--- src/rtl/i2c_brg_pkg.sv ---
package i2c_brg_pkg;
    typedef enum logic [1:0] {
        PH_IDLE = 2'd0,
        PH_LOW  = 2'd1,
        PH_HIGH = 2'd2
    } phase_e;

    localparam logic [1:0] QTR_FALL = 2'd0;
    localparam logic [1:0] QTR_LMID = 2'd1;
    localparam logic [1:0] QTR_RISE = 2'd2;
    localparam logic [1:0] QTR_HMID = 2'd3;
endpackage

--- src/rtl/brg_predivide.sv ---
module brg_predivide #(
    parameter int PRE_LOG2_MAX = 5,
    parameter int SEL_W        = 2
) (
    input  logic             clk,
    input  logic             rst_n,
    input  logic             clear,
    input  logic             run,
    input  logic [SEL_W-1:0] sel,
    output logic             tick
);
    localparam int CNT_W = PRE_LOG2_MAX;

    logic [CNT_W-1:0] cnt;
    logic [CNT_W-1:0] last;

    // terminal count = 2^(PRE_LOG2_MAX - sel) - 1
    always_comb begin
        last = CNT_W'((32'd1 << (PRE_LOG2_MAX - int'(sel))) - 32'd1);
        tick = run && (cnt == last);
    end

    always_ff @(posedge clk or negedge rst_n) begin
        if (!rst_n) begin
            cnt <= '0;
        end else if (clear) begin
            cnt <= '0;
        end else if (run) begin
            cnt <= tick ? '0 : cnt + CNT_W'(1);
        end
    end
endmodule

--- src/rtl/brg_halfcount.sv ---
module brg_halfcount #(
    parameter int HALF_W = 9
) (
    input  logic              clk,
    input  logic              rst_n,
    input  logic              clear,
    input  logic              adv,
    input  logic [HALF_W-1:0] half_len,
    output logic              at_mid,
    output logic              at_end
);
    logic [HALF_W-1:0] cnt;

    always_comb begin
        at_end = adv && (cnt == half_len - HALF_W'(1));
        at_mid = adv && ((cnt + HALF_W'(1)) == (half_len >> 1));
    end

    always_ff @(posedge clk or negedge rst_n) begin
        if (!rst_n) begin
            cnt <= '0;
        end else if (clear) begin
            cnt <= '0;
        end else if (adv) begin
            cnt <= at_end ? '0 : cnt + HALF_W'(1);
        end
    end
endmodule

--- src/rtl/i2c_brg.sv ---
module i2c_brg
    import i2c_brg_pkg::*;
#(
    parameter int BRG_W        = 8,
    parameter int PRE_LOG2_MAX = 5,
    parameter int SEL_W        = 2,
    parameter int BASE_EXTRA   = 3,
    parameter int FILT_EXTRA   = 2
) (
    input  logic             clk,
    input  logic             rst_n,
    input  logic [3:0]       rate_mode,
    input  logic [BRG_W-1:0] brg_div,
    output logic             scl_tick,
    output logic             scl_level,
    output logic             qtr_strobe,
    output logic [1:0]       qtr_idx
);
    localparam int HALF_W = BRG_W + 1;

    phase_e            state, nxt;
    logic              en, filt;
    logic [SEL_W-1:0]  req_sel, cfg_sel;
    logic [HALF_W-1:0] req_half, cfg_half;
    logic              run, clear, load;
    logic              pre_tick, at_mid, at_end;
    logic              tick_n, mid_n;
    logic [1:0]        idx_n;

    always_comb begin
        en       = rate_mode[0];
        req_sel  = rate_mode[2:1];
        filt     = rate_mode[3];
        req_half = HALF_W'(brg_div) + HALF_W'(BASE_EXTRA)
                 + (filt ? HALF_W'(FILT_EXTRA) : HALF_W'(0));
        run      = (state != PH_IDLE);
        clear    = (state == PH_IDLE);
    end

    brg_predivide #(
        .PRE_LOG2_MAX (PRE_LOG2_MAX),
        .SEL_W        (SEL_W)
    ) u_pre (
        .clk   (clk),
        .rst_n (rst_n),
        .clear (clear),
        .run   (run),
        .sel   (cfg_sel),
        .tick  (pre_tick)
    );

    brg_halfcount #(
        .HALF_W (HALF_W)
    ) u_half (
        .clk      (clk),
        .rst_n    (rst_n),
        .clear    (clear),
        .adv      (pre_tick),
        .half_len (cfg_half),
        .at_mid   (at_mid),
        .at_end   (at_end)
    );

    // next-state decision
    always_comb begin
        nxt = state;
        unique case (state)
            PH_IDLE: if (en) nxt = PH_LOW;
            PH_LOW: begin
                if (!en)        nxt = PH_IDLE;
                else if (at_end) nxt = PH_HIGH;
            end
            PH_HIGH: begin
                if (!en)        nxt = PH_IDLE;
                else if (at_end) nxt = PH_LOW;
            end
            default: nxt = PH_IDLE;
        endcase
    end

    // settings are captured only when a period begins
    always_comb begin
        load = en && ((state == PH_IDLE) || ((state == PH_HIGH) && at_end));
    end

    always_ff @(posedge clk or negedge rst_n) begin
        if (!rst_n) begin
            state    <= PH_IDLE;
            cfg_sel  <= '0;
            cfg_half <= HALF_W'(BASE_EXTRA);
        end else begin
            state <= nxt;
            if (load) begin
                cfg_sel  <= req_sel;
                cfg_half <= req_half;
            end
        end
    end

    // output decode
    always_comb begin
        tick_n = (nxt != state) && (nxt != PH_IDLE);
        mid_n  = run && en && at_mid;
        if (tick_n)
            idx_n = (nxt == PH_HIGH) ? QTR_RISE : QTR_FALL;
        else if (mid_n)
            idx_n = (state == PH_HIGH) ? QTR_HMID : QTR_LMID;
        else
            idx_n = qtr_idx;
    end

    always_ff @(posedge clk or negedge rst_n) begin
        if (!rst_n) begin
            scl_tick   <= 1'b0;
            scl_level  <= 1'b1;
            qtr_strobe <= 1'b0;
            qtr_idx    <= QTR_FALL;
        end else begin
            scl_tick   <= tick_n;
            scl_level  <= (nxt != PH_LOW);
            qtr_strobe <= tick_n || mid_n;
            qtr_idx    <= idx_n;
        end
    end
endmodule

--- config.mk ---
export PLATFORM = sky130hd
export DESIGN_NAME = i2c_brg
export DESIGN_NICKNAME = d
export VERILOG_FILES = /design/src/rtl/i2c_brg_pkg.sv /design/src/rtl/brg_predivide.sv /design/src/rtl/brg_halfcount.sv /design/src/rtl/i2c_brg.sv
export SDC_FILE = /design/constraint.sdc
export NUM_CORES = 1
export LEC_CHECK = 0
export ABC_AREA = 1
export BUFFER_PORTS_ARGS = -buffer_cell sky130_fd_sc_hd__buf_2
export CAP_MARGIN = 25
export CORE_MARGIN = 2
export CORE_UTILIZATION = 41
export DETAILED_ROUTE_END_ITERATION = 8
export HOLD_SLACK_MARGIN = 0.08
export PLACE_DENSITY = 0.61
export SETUP_SLACK_MARGIN = 0.1
export SLEW_MARGIN = 10
export SYNTH_ARGS = -nofsm -noshare
export SYNTH_HDL_FRONTEND = slang
export SYNTH_HIERARCHICAL = 1
export SYNTH_SLANG_ARGS = --single-unit
--- constraint.sdc ---
create_clock -name clk -period 2.9 [get_ports clk]
set_input_delay 0.145 -clock clk [delete_from_list [all_inputs] [get_ports clk]]
set_output_delay 0.145 -clock clk [all_outputs]
set_load 0.01 [all_outputs]
=== Yosys cells after proc, flatten, opt, wreduce, memory -nomap -nowiden ===
Index checks and enable logic that the tools add are counted.
W data, S select, Z words.

* Bits of input ports: 14
* Register bits after elaboration: 32
* Output and inout port bits: 5
* Logic and storage cells: 58

* Reduce and logical (&&, ||, !) cells: 16
* Eq/ne operators: 8
* Shift operators: 1
* Muxes and demuxes: 17
* $add $sub $neg: 7

{| class="wikitable"
|+ Operator list
! kind !! count
|-
| $shl A1 B32 Y5 const A || 1
|-
| $mux W9 || 3
|-
| $mux W2 || 10
|-
| $mux W5 || 3
|-
| $reduce_bool A2 Y1 || 5
|-
| $add A8 B2 Y9 const B || 1
|-
| $add A9 B1 Y9 const B || 1
|-
| $add A9 B2 Y9 || 1
|-
| $eq A9 B8 Y1 || 1
|-
| $eq A9 B9 Y1 || 1
|-
| $sub A9 B1 Y9 const B || 1
|-
| $logic_and A1 B1 Y1 || 8
|-
| $pmux W2 S3 || 1
|-
| $add A5 B1 Y5 const B || 1
|-
| $eq A5 B5 Y1 || 1
|-
| $sub A5 B1 Y5 const B || 1
|-
| $eq A2 B2 Y1 const B || 2
|-
| $sub A3 B2 Y4 const A || 1
|-
| $eq A2 B1 Y1 const B || 1
|-
| $logic_not A2 Y1 || 1
|-
| $logic_or A1 B1 Y1 || 2
|-
| $ne A2 B1 Y1 const B || 1
|-
| $ne A2 B2 Y1 || 1
|}

=== Logic depth before layout (Yosys ltp) ===
* Word-level depth: 12
* Depth in mapped cells: 22
* Gate-level depth less buffers: 22

=== By module ===
Netlist, hierarchy kept.

{| class="wikitable"
|+ By module, submodules not included
! module !! seq. area each (um^2) !! area an instance (um^2) !! instances !! cells each
|-
| brg_halfcount || 225.2 || 1082.3 || 1 || 194
|-
| i2c_brg || 454.2 || 924.6 || 1 || 112
|-
| brg_predivide || 125.1 || 379.1 || 1 || 58
|}

=== Worst setup path after synthesis ===
Ideal clock, no wire load.

* Path kind: flip-flop to flip-flop
* Start point: register u_pre.cnt[0]
* End point: register cfg_half[6]
* Path buffers: 1
* Library setup time: 0.118 ns
* Required time: 2.782 ns
* Setup slack: 0.470 ns
* Arrival: 2.312 ns
* Period minus slack after synthesis: 2.430 ns
* Stages on the path, launching flop included: 22
* Cell sequence: dfrtp_1 ha_1 nand2_1 clkinv_1 nand2_1 nor2_2 nand3_2 inv_1 nand2_1 nor2_1 nand2_1 nor2_1 nand3_1 nor2_2 nand3_4 inv_2 nand2_2 a21oi_4 inv_4 buf_6 nand2_1 nand2_1

* Longest elaborated chain between the ends: 6

{| class="wikitable"
|+ RTL lines
! element !! RTL line !! RTL
|-
| from (decl) || brg_predivide.sv:14 || <nowiki>logic [CNT_W-1:0] cnt;</nowiki>
|-
| from (signal assigned) || brg_predivide.sv:29 || <nowiki>cnt <= tick ? '0 : cnt + CNT_W'(1);</nowiki>
|-
| $eq A5 B5 Y1 || brg_predivide.sv:20 || <nowiki>tick = run && (cnt == last);</nowiki>
|-
| $logic_and A1 B1 Y1 || brg_predivide.sv:20 ||
|-
| via pre_tick || i2c_brg.sv:26 || <nowiki>logic pre_tick, at_mid, at_end;</nowiki>
|-
| $logic_and A1 B1 Y1 || brg_halfcount.sv:15 || <nowiki>at_end = adv && (cnt == half_len - HALF_W'(1));</nowiki>
|-
| via at_end || i2c_brg.sv:26 ||
|-
| $logic_and A1 B1 Y1 || i2c_brg.sv:83 || <nowiki>load = en && ((state == PH_IDLE) || ((state == PH_HIGH) && at_end));</nowiki>
|-
| $logic_or A1 B1 Y1 || i2c_brg.sv:83 ||
|-
| $logic_and A1 B1 Y1 || i2c_brg.sv:83 ||
|-
| to (signal assigned) || i2c_brg.sv:90 || <nowiki>cfg_half <= HALF_W'(BASE_EXTRA);</nowiki>
|-
| to (signal assigned) || i2c_brg.sv:95 || <nowiki>cfg_half <= req_half;</nowiki>
|-
| to (decl) || i2c_brg.sv:24 || <nowiki>logic [HALF_W-1:0] req_half, cfg_half;</nowiki>
|}

The timed path passes the listed nets, and every way through them passes these cells.
A chain may end at the register's enable or synchronous reset.

=== Worst setup path after layout ===
* Start point: register state[1]
* End point: register cfg_half[6]

* Longest elaborated chain between the ends: 6
* Elaborated cells between the ends (all ways): 8
* Those cells by class: eq/ne: 1; reduce/logical: 7

{| class="wikitable"
|+ RTL lines
! element !! RTL line !! RTL
|-
| from (decl) || i2c_brg.sv:21 || <nowiki>phase_e state, nxt;</nowiki>
|-
| from (signal assigned) || i2c_brg.sv:92 || <nowiki>state <= nxt;</nowiki>
|-
| $reduce_bool A2 Y1 || i2c_brg.sv:36 || <nowiki>run = (state != PH_IDLE);</nowiki>
|-
| via run || i2c_brg.sv:25 || <nowiki>logic run, clear, load;</nowiki>
|-
| $logic_and A1 B1 Y1 || brg_predivide.sv:20 ||
|-
| via pre_tick || i2c_brg.sv:26 ||
|-
| $logic_and A1 B1 Y1 || brg_halfcount.sv:15 ||
|-
| via at_end || i2c_brg.sv:26 ||
|-
| $logic_and A1 B1 Y1 || i2c_brg.sv:83 ||
|-
| $logic_or A1 B1 Y1 || i2c_brg.sv:83 ||
|-
| $logic_and A1 B1 Y1 || i2c_brg.sv:83 ||
|}

The timed path passes the listed nets, and every way through them passes these cells.

==> metrics.yaml <==
status: "finished, final reports clean"
port-buffer-count: 18
netlist_instances: 364
crit_type: "flop to flop"
crit_cells: 22
clk_pin_slew_ns: 0.07
synth.area.top_cells: "sky130_fd_sc_hd__dfrtp_1 (30%), sky130_fd_sc_hd__nand2_1 (23%), sky130_fd_sc_hd__inv_1 (6.9%), sky130_fd_sc_hd__nand3_1 (6.1%), sky130_fd_sc_hd__nor2_1 (6.0%)"
post_route_drc_violation_count: 0
pwr_density_cell_mw_per_mm2: 529
timing_max_transition_violations_final: 0
routed-via-count: 2172
ctsRootBufferMaster: "sky130_fd_sc_hd__clkbuf_8"
dieHeight_um: 80.3
worst_hold_stages: 2
fin_cells: 469
finalClockSkew_ns: 0.00770
endpoint_kind: "flop"
cts.path.max_buffers: 2
number_of_hold_slack_violations_in_the_final_timing_report: 0
layout_setup_ws_ns: 0.329
placed_cells_incl_taps: 448
num_antenna_cells: 0
routabilityCongestion: 0.869
synth.avg_cell_area_um2: 6.56
ant_nets: 0
design.die.area_mm2: 0.00645
vias_per_cell: 4.63
number_of_global_route_vias_before_repair: 1900
worst-r2r-cell-count: 22
dpl_cell_area_mm2: 0.00252
critical_path.most_common_cell: "sky130_fd_sc_hd__nand2_1"
critical-path-slowest-cell: "sky130_fd_sc_hd__dfrtp_1"
path_delay_family: "simple AND/OR/NAND/NOR gates"
setup_repair_after_global_routing_missed_its_margin: "no"
clock_tree_from_tritoncts: "yes"
fin_area_mm2: 0.00278
crit_required_ns: 3.07
wl_per_cell_um: 10.7
ys.warnings.count: 6
synthesis.area_mm2: 0.00239
die_width_um: 80.3
place_ws_ns: 0.161
clk_latency_ns: 0.28
grt_start_max_net_pins: 33
worst-slew-pin-transition_ns: 0.698
arrival_ns: 2.74
max_slew_margin_pct: 53.5
cts_made_buffers: 5
num-nets-final: 418
area_growth_pct: 16.5
yosysTopAreaCell: "sky130_fd_sc_hd__dfrtp_1"
wl_um: 5040
max_freq_ghz: 0.389
power.leakage_nw: 1.50
final_layout_size_suffix_gt1_share_pct: 17.6
setup_total_negative_slack_ns: 0
cts_num_sinks: 32
grt_util_all_layers_pct: 17.1
ys_seq_area_share_pct: 33.7
final_period_minus_worst_setup_slack_ns: 2.57
synth_cell_types: 35
rows: 27
drt_pass1_iterations: 4
place_hpwl_um: 3860
synth_seq_cells: 32
ioPinCount: 19
number_of_nets_in_the_synthesized_netlist: 386
cp-start-kind: "flop"
maximum_cell_stage_delay_along_the_critical_path_ns: 0.41
first_iter_violations: 105
grt.overflow.total: 0
fp.coreArea_mm2: 0.00557
number_of_antenna_violations_at_the_first_check_in_global_routing: 0
initial_utilization_pct: 42.8
critical_path_peak_fanout: 9
grt_first_pass_wirelength_um: 8660
path_cells: "inv_2 -> nand2_4 -> nand2_1 -> clkinv_1 -> nand2_1 -> nor2_2 -> nand3_4 -> inv_2 -> nand2_1 -> nor2_1 -> nand2_1 -> nor2_1 -> nand3_1 -> nor2_2 -> nand3_4 -> inv_2 -> nand2_2 -> a21oi_4 -> buf_12 -> clkinv_2 -> nand2_1 -> nand2_1"
ctsHtreeMaxLevel: 2
vdd_ir_drop_max_mv: 0.274
hp-class: "primary input to flop"
drv.max_cap_violation_count: 0
min_period_over_period_pct: 88.7
setup_viol: 0
worst-path-buf-inv: 6
synth_top_cell_area_share_pct: 30.4
repair_timing:
item                       CTS  global route
setup endpoints to repair    0            14
setup buffers                0             8
hold buffers                 4             0
resized for setup            0             5
hold endpoints to repair    32             0
final cells by class:
| cell class | count | area (um2) |
|---|---|---|
| Inverter | 53 | 204 |
| Clock buffer | 7 | 96.3 |
| Timing Repair Buffer | 30 | 203 |
| Sequential cell | 32 | 806 |
| Multi-Input combinational cell | 273 | 1350 |
| Clock inverter | 1 | 30.0 |
| Timing Repair inverter | 1 | 5.00 |
| Tap cell | 72 | 90.1 |
| Fill cell | 583 | 2790 |
synth_stat cells, drive strengths merged:
| library cell | n |
|---|---|
| a21oi | 2 |
| dfstp | 3 |
| nor3 | 1 |
| fa | 1 |
| o21bai | 1 |
| o21a | 1 |
| clkinv | 2 |
| nand4 | 3 |
| xnor2 | 4 |
| xor2 | 8 |
| nand2 | 154 |
| or2 | 2 |
| o21ai | 7 |
| nand3 | 33 |
| nor2 | 46 |
| inv | 51 |
| a21boi | 2 |
| dfrtp | 29 |
| ha | 7 |
| buf | 6 |
| a211oi | 1 |
kinds of logic after synthesis:
kind of cell,count (synthesis),share of synthesized area [%]
simple gates,239,43.3
buf+inv,59,10.2
flops,32,33.7
compound gates,14,3.93
xor+xnor,12,4.40
fa+ha+maj,8,4.51
flip-flops by register name (all words and copies together), names as in the netlist:
register / flops
qtr_strobe: 1
scl_tick: 1
cfg_sel: 2
u_half/cnt: 9
u_pre/cnt: 5
scl_level: 1
state: 2
cfg_half: 9
qtr_idx: 2
power breakdown:
part	total [mW]	internal (mW)	switching (mW)
logic	0.419	0.169	0.250
registers	0.592	0.507	0.0846
clock network	0.461	0.303	0.158
total	1.47	0.979	0.492
per-stage QoR:
stage / utilization (%) / total power [mW] / hold slack, ns
floorplan: - / 0.892 / -0.151
global placement: 45.3 / 0.988 / 0.252
detailed placement: 45.3 / 0.989 / 0.257
CTS: 48.3 / 1.46 / 0.0874
global route: 49.9 / 1.58 / 0.120
finish: 49.9 / 1.47 / 0.0924
worst paths after layout:
path | slack, ns | end | start
min in group asynchronous | 0.44 | cfg_half[8] | rst_n
hold / removal | 0.09 | scl_level | rate_mode[0]
max in group asynchronous | 1.97 | u_pre/cnt[0] | rst_n
setup reg to reg | 0.33 | cfg_half[6] | state[1]
setup / recovery | 0.33 | cfg_half[6] | state[1]
hold reg to reg | 0.50 | cfg_half[0] | cfg_half[0]
metal layers:
layer	wire length [um]	global-route usage, %
met5	0	0
met4	45	4.58
met3	126	3.03
met2	2300	26.3
met1	2560	24.8
placed cells by master (no fill, tap or decap), types with 2 or more instances in the layout:
| cell | count |
|---|---|
| sky130_fd_sc_hd__nand3_1 | 29 |
| sky130_fd_sc_hd__ha_1 | 7 |
| sky130_fd_sc_hd__xnor2_1 | 4 |
| sky130_fd_sc_hd__inv_2 | 7 |
| sky130_fd_sc_hd__buf_4 | 7 |
| sky130_fd_sc_hd__nor2_2 | 7 |
| sky130_fd_sc_hd__dfstp_2 | 3 |
| sky130_fd_sc_hd__clkbuf_8 | 7 |
| sky130_fd_sc_hd__buf_2 | 18 |
| sky130_fd_sc_hd__nand3_4 | 2 |
| sky130_fd_sc_hd__o21ai_0 | 4 |
| sky130_fd_sc_hd__nand2_1 | 146 |
| sky130_fd_sc_hd__nand2_2 | 7 |
| sky130_fd_sc_hd__dfrtp_1 | 28 |
| sky130_fd_sc_hd__nand3_2 | 2 |
| sky130_fd_sc_hd__dlygate4sd3_1 | 4 |
| sky130_fd_sc_hd__clkinv_1 | 2 |
| sky130_fd_sc_hd__xor2_1 | 8 |
| sky130_fd_sc_hd__o21ai_1 | 3 |
| sky130_fd_sc_hd__nand4_1 | 3 |
| sky130_fd_sc_hd__nor2_1 | 38 |
| sky130_fd_sc_hd__inv_1 | 43 |
(Power assumes the default switching activity.)
